<file path="src/rtl/alu2_pkg.sv">
package alu2_pkg;

  // operation code seen by the datapath: bit 3 = subtract, bit 2 = arithmetic group,
  // bits 1:0 = result select inside the group
  typedef enum logic [3:0] {
    CTL_AND = 4'b0000,
    CTL_OR  = 4'b0001,
    CTL_XOR = 4'b0010,
    CTL_NOR = 4'b0011,
    CTL_ADD = 4'b0110,
    CTL_SUB = 4'b1110,
    CTL_SLT = 4'b1111
  } alu_ctl_e;

  localparam logic [1:0] AOP_ADD = 2'b00;
  localparam logic [1:0] AOP_SUB = 2'b01;

  localparam logic [5:0] FN_ADD = 6'b100000;
  localparam logic [5:0] FN_SUB = 6'b100010;
  localparam logic [5:0] FN_AND = 6'b100100;
  localparam logic [5:0] FN_OR  = 6'b100101;
  localparam logic [5:0] FN_XOR = 6'b100110;
  localparam logic [5:0] FN_NOR = 6'b100111;
  localparam logic [5:0] FN_SLT = 6'b101010;

  function automatic alu_ctl_e fn_decode(logic [5:0] fn);
    case (fn)
      FN_ADD:  return CTL_ADD;
      FN_SUB:  return CTL_SUB;
      FN_AND:  return CTL_AND;
      FN_OR:   return CTL_OR;
      FN_XOR:  return CTL_XOR;
      FN_NOR:  return CTL_NOR;
      FN_SLT:  return CTL_SLT;
      default: return CTL_AND;
    endcase
  endfunction

  function automatic logic bit_logic(logic [1:0] sel, logic x, logic y);
    case (sel)
      2'b00:   return x & y;
      2'b01:   return x | y;
      2'b10:   return x ^ y;
      default: return ~(x | y);
    endcase
  endfunction

endpackage

</file>
<file path="src/rtl/alu2_ctrl_dec.sv">
module alu2_ctrl_dec
  import alu2_pkg::*;
(
  input  logic [1:0] alu_op,
  input  logic [5:0] funct,
  output alu_ctl_e   ctrl
);

  always_comb begin
    if (alu_op[1])
      ctrl = fn_decode(funct);
    else if (alu_op == AOP_SUB)
      ctrl = CTL_SUB;
    else
      ctrl = CTL_ADD;
  end

endmodule

</file>
<file path="src/rtl/alu2_addsub.sv">
module alu2_addsub #(
  parameter int WIDTH = 32
) (
  input  logic [WIDTH-1:0] a,
  input  logic [WIDTH-1:0] b,
  input  logic             sub,
  output logic [WIDTH-1:0] sum,
  output logic             ovf_raw,
  output logic             less
);

  localparam int MSB = WIDTH - 1;

  function automatic logic [WIDTH-1:0] add_cin(logic [WIDTH-1:0] x, logic [WIDTH-1:0] y,
                                               logic cin);
    return x + y + {{(WIDTH-1){1'b0}}, cin};
  endfunction

  function automatic logic sign_ovf(logic xs, logic ys, logic ss);
    return (xs == ys) && (ss != xs);
  endfunction

  logic [WIDTH-1:0] b_eff;

  assign b_eff   = sub ? ~b : b;
  assign sum     = add_cin(a, b_eff, sub);
  assign ovf_raw = sign_ovf(a[MSB], b_eff[MSB], sum[MSB]);
  assign less    = sum[MSB] ^ ovf_raw;

endmodule

</file>
<file path="src/rtl/alu2_logic.sv">
module alu2_logic
  import alu2_pkg::*;
#(
  parameter int WIDTH = 32
) (
  input  logic [WIDTH-1:0] a,
  input  logic [WIDTH-1:0] b,
  input  logic [1:0]       sel,
  output logic [WIDTH-1:0] y
);

  for (genvar i = 0; i < WIDTH; i++) begin : g_bit
    assign y[i] = bit_logic(sel, a[i], b[i]);
  end

endmodule

</file>
<file path="src/rtl/alu2_top.sv">
module alu2_top
  import alu2_pkg::*;
#(
  parameter int WIDTH = 32
) (
  input  logic [1:0]       alu_op,
  input  logic [5:0]       funct,
  input  logic [WIDTH-1:0] opnd_a,
  input  logic [WIDTH-1:0] opnd_b,
  output logic [3:0]       alu_ctrl,
  output logic [WIDTH-1:0] result,
  output logic             zero,
  output logic             ovf
);

  alu_ctl_e         ctl;
  logic             sub_sel;
  logic             arith_grp;
  logic [1:0]       mux_sel;
  logic [WIDTH-1:0] sum;
  logic             ovf_raw;
  logic             less;
  logic [WIDTH-1:0] logic_y;

  alu2_ctrl_dec u_dec (
    .alu_op (alu_op),
    .funct  (funct),
    .ctrl   (ctl)
  );

  assign alu_ctrl  = ctl;
  assign sub_sel   = ctl[3];
  assign arith_grp = ctl[2];
  assign mux_sel   = ctl[1:0];

  alu2_addsub #(.WIDTH(WIDTH)) u_add (
    .a       (opnd_a),
    .b       (opnd_b),
    .sub     (sub_sel),
    .sum     (sum),
    .ovf_raw (ovf_raw),
    .less    (less)
  );

  alu2_logic #(.WIDTH(WIDTH)) u_log (
    .a   (opnd_a),
    .b   (opnd_b),
    .sel (mux_sel),
    .y   (logic_y)
  );

  always_comb begin
    if (!arith_grp)
      result = logic_y;
    else if (mux_sel[0])
      result = {{(WIDTH-1){1'b0}}, less};
    else
      result = sum;
  end

  assign ovf  = arith_grp & ~mux_sel[0] & ovf_raw;
  assign zero = ~|result;

endmodule

</file>
<file path="config.mk">
export PLATFORM = sky130hd
export DESIGN_NAME = alu2_top
export DESIGN_NICKNAME = d
export VERILOG_FILES = /design/src/rtl/alu2_pkg.sv /design/src/rtl/alu2_ctrl_dec.sv /design/src/rtl/alu2_addsub.sv /design/src/rtl/alu2_logic.sv /design/src/rtl/alu2_top.sv
export SDC_FILE = /design/constraint.sdc
export NUM_CORES = 1
export LEC_CHECK = 0
export BUFFER_PORTS_ARGS = -buffer_cell sky130_fd_sc_hd__clkbuf_2
export CAP_MARGIN = 20
export CORE_ASPECT_RATIO = 1.75
export CORE_UTILIZATION = 62
export DETAILED_ROUTE_END_ITERATION = 8
export GPL_TIMING_DRIVEN = 0
export PLACE_DENSITY = 0.91
export SETUP_SLACK_MARGIN = 0.4
export SLEW_MARGIN = 20
export SYNTH_ARGS = -nofsm -noshare
export SYNTH_HDL_FRONTEND = slang
export SYNTH_SLANG_ARGS = --single-unit
</file>
<file path="constraint.sdc">
create_clock -name vclk -period 9.5
set_input_delay 0.95 -clock vclk [all_inputs]
set_output_delay 0.95 -clock vclk [all_outputs]
set_load 0.02 [all_outputs]
</file>
==> results.txt <==
----------------------------------------------------
[Floorplan]
  Placeable core region ... just under 7000 um^2
  Io pins ... 110
  Effective utilization at floorplan ... 0.6502
  Die outline width ... about 67 um
  Floorplan die height ... roughly 110 um
  Die footprint ... around 7700 um^2
  FP Rows ... 40

[Critical path]
  Maximum cell stage delay along the critical path ... 860 ps
  Max Fanout on Critical Path ... 10
  Worst setup path startpoint ... funct[0]
  Slowest library cell on the worst path ... clkbuf_1
  Worst setup path class ... in -> out
  CP Cell Sequence ... clkbuf_2, buf_2, or3b_4, o22ai_1, clkbuf_1, xnor2_1, ha_1, a21oi_1, nand2_1, o21ai_0, a21o_1, a2111oi_0, a211o_1, a2111oi_0, nand4bb_1, nor3_1, nand4bb_1, nor4_2, clkbuf_2
  Required arrival time at the worst endpoint ... between 8000 and 9000 ps
  Kind of cell with the highest combined delay on the critical path ... compound AO/OA/AOI/OAI gates
  Number of buffers and inverters on the critical path ... 4
  Startpoint type of the worst setup path ... input pin
  CP Data Arrival Time ... about 6600 ps
  Category of the worst setup path capture point ... output pin

[Logic synthesis]
  Top post-synthesis cells by count ... ha_1 (101), inv_1 (81), a21oi_1 (61), xnor2_1 (51), o21ai_0 (39)
  Mean instance size in the synthesized netlist ... about 7.1 um^2
  Part of the Yosys area used for sequential elements ... 0
  Number of standard cells after synthesis ... 637
  Warnings from Yosys ... 0
  Netlist Area Pre-Place ... roughly 4500 um^2
  Distinct cell type count of the synthesized netlist ... about 70
  Largest cells by area after synthesis ... ha_1 (28%), xnor2_1 (9.9%), a21oi_1 (6.7%), inv_1 (6.7%), o21ai_0 (4.3%)
  Cell accounting for the most synthesized area ... ha_1
  Mapped Nets ... 811
  Area share of the leading cell type in the synthesized netlist ... 0.2794
  Most frequent cell after synthesis ... ha_1

[Run]
  Number of max-cap violations ... 0

[Route]
  Post-route DRC violation count ... 0
  Antenna violation net count after detailed routing ... 0
  Detailed router's first-iteration violation count ... roughly 520
  Wire length per cell ... roughly 21 um
  Detailed Routing Iterations Pass 1 ... 8
  Metal-1 WL ... roughly 5700 um
  Total via count after detailed routing ... approximately 5600
  Routed wl met3 ... 1322 um
  Via-to-Cell Ratio ... roughly 6.8
  Routed WL ... approximately 17000 um
  Highest routed layer ... met4
  Detailed-routed wire length on met2 ... approximately 8600 um

[Timing]
  Final number of max-transition violations ... 0
  Total negative setup slack ... 0 ps
  Slew of the pin with the lowest slew margin ... 1086 ps
  Top achievable clock speed ... ~130 MHz
  Count of final hold-check violations ... 0
  Final setup violation count ... 0
  Worst-case setup margin in the final layout ... around 1900 ps
  Tmin final ... approximately 7600 ps
  RSZ-0062 raised after global routing ... no
  Worst slew slack as a fraction of its limit ... 0.2763
  Crit share post-route ... 0.7971

[Final layout]
  Number of sequential storage elements ... 0
  Clock buffer count ... 0
  Number of inserted diodes ... 0
  Flip-flop and latch area ... 0 um^2
  Area added between synthesis and finish ... 14.55%
  Fraction of final layout cells with drive strength greater than 1 ... 0.1823
  Net count of the finished layout ... slightly above 900
  Number of non-filler instances in the completed layout ... between 800 and 900

[Power]
  Pwr per Cell Area ... between 80 and 90 nW/um^2
  Static Leak ... approximately 2.7 nW
  Overall power consumption ... roughly 0.45 mW
  Maximum resistive drop on vdd ... between 0.04 and 0.05 mV

[Place]
  Placer congestion estimate ... between 1 and 1.5
  Detail Placement HPWL ... between 10000 and 15000 um
  Pre-CTS worst setup slack ... 2271 ps
  Number of I/O port buffers ... about 110
  Number of placed cells counting well taps ... just over 800

[Run status]
  Run status ... finished, final reports clean

[Global route]
  Initial antenna violation count ... 0
  Maximum number of pins on one net before global-route repair ... 11
  Vias in the first global route ... approximately 5600
  Global-route wire length before repair ... between 20000 and 30000 um
  Overflow left after global routing ... 0
  Global-route usage over all layers ... 0.4483

[Min path]
  Hold Crit Class ... in -> out
  Start point of the worst hold path ... opnd_a[31]

[Clock tree]
  Post-CTS setup repair buffer count ... 0
  Post-CTS sizing ... 0
  Quantity of hold-fixing buffers added after cts ... 0

----------------------------------------------------
==> metal layers <==
| metal | vias up | GRT usage |
|---|---|---|
| met1 | 2560 | 0.4276 |
| met4 | 0 | 0.3560 |
| met5 | - | 0 |
| met2 | 362 | 0.7919 |
| met3 | 131 | 0.1052 |
| li1 | 2551 | - |
==> final timing paths <==
path                    to  depth (start not counted)
worst min-delay path   ovf                          5
worst max-delay path  zero                         19
==> logic make-up (layout without fill, tap and decap cells) <==
kind of cell	after synthesis	in the layout	share of synthesized area
buf+inv	112	221	0.09820
xor+xnor	59	59	0.1142
simple gates	145	145	0.1679
compound gates	216	216	0.3292
fa+ha+maj	102	102	0.2838
mux	3	3	0.006639
==> through the flow <==
step	util	hold slack [ps]	area, um^2
finish	0.7448	2438	5181
global route	0.7448	2519	5181
floorplan	-	2170	4523
CTS	0.7448	2430	5181
detailed placement	0.7448	2428	5181
global placement	0.7437	2403	5174
==> cell type report <==
class	count	area, um^2
Buffer	30	136.4
Inverter	82	307.8
Tap cell	84	105.1
Multi-Input combinational cell	525	4086
Fill cell	587	1775
Timing Repair Buffer	109	545.5
==> cells in the final DEF, fill, tap and decap left out, types with 3 or more instances in the layout <==
| cell | n |
|---|---|
| clkbuf_2 | 109 |
| ha_1 | 101 |
| inv_1 | 81 |
| a21oi_1 | 61 |
| xnor2_1 | 51 |
| o21ai_0 | 39 |
| nor2_1 | 36 |
| nand2_1 | 32 |
| a221oi_1 | 20 |
| clkbuf_1 | 18 |
| o22ai_1 | 14 |
| nand3_1 | 14 |
| a21o_1 | 13 |
| nor3_1 | 10 |
| xor2_1 | 8 |
| buf_2 | 7 |
| nand2b_1 | 6 |
| nand4_1 | 6 |
| or3_1 | 6 |
| a31oi_1 | 5 |
| o211ai_1 | 5 |
| a222oi_1 | 5 |
| and2_1 | 5 |
| nor3b_1 | 5 |
| a221o_1 | 5 |
| nor2b_1 | 4 |
| a22oi_1 | 4 |
| a211oi_1 | 4 |
| a2111oi_0 | 4 |
| o32ai_1 | 4 |
| nand3b_1 | 3 |
| mux2i_1 | 3 |
| o21a_1 | 3 |
| a31o_2 | 3 |
| o21bai_1 | 3 |
==> where the power goes <==
group | total, mW | switching (mW) | internal, mW
registers | 0 | 0 | 0
clock network | 0 | 0 | 0
logic | 0.454 | 0.281 | 0.172
total | 0.454 | 0.281 | 0.172
==> tightest hold or removal path: cells and delay by family <==
| kind | cells | cell delay (ps) |
|---|---|---|
| buffers and inverters | 2 | 270 |
| AND/OR/NAND/NOR | 2 | 140 |
| multiplexers | 1 | 130 |
Power figures use the tool's default switching activity.
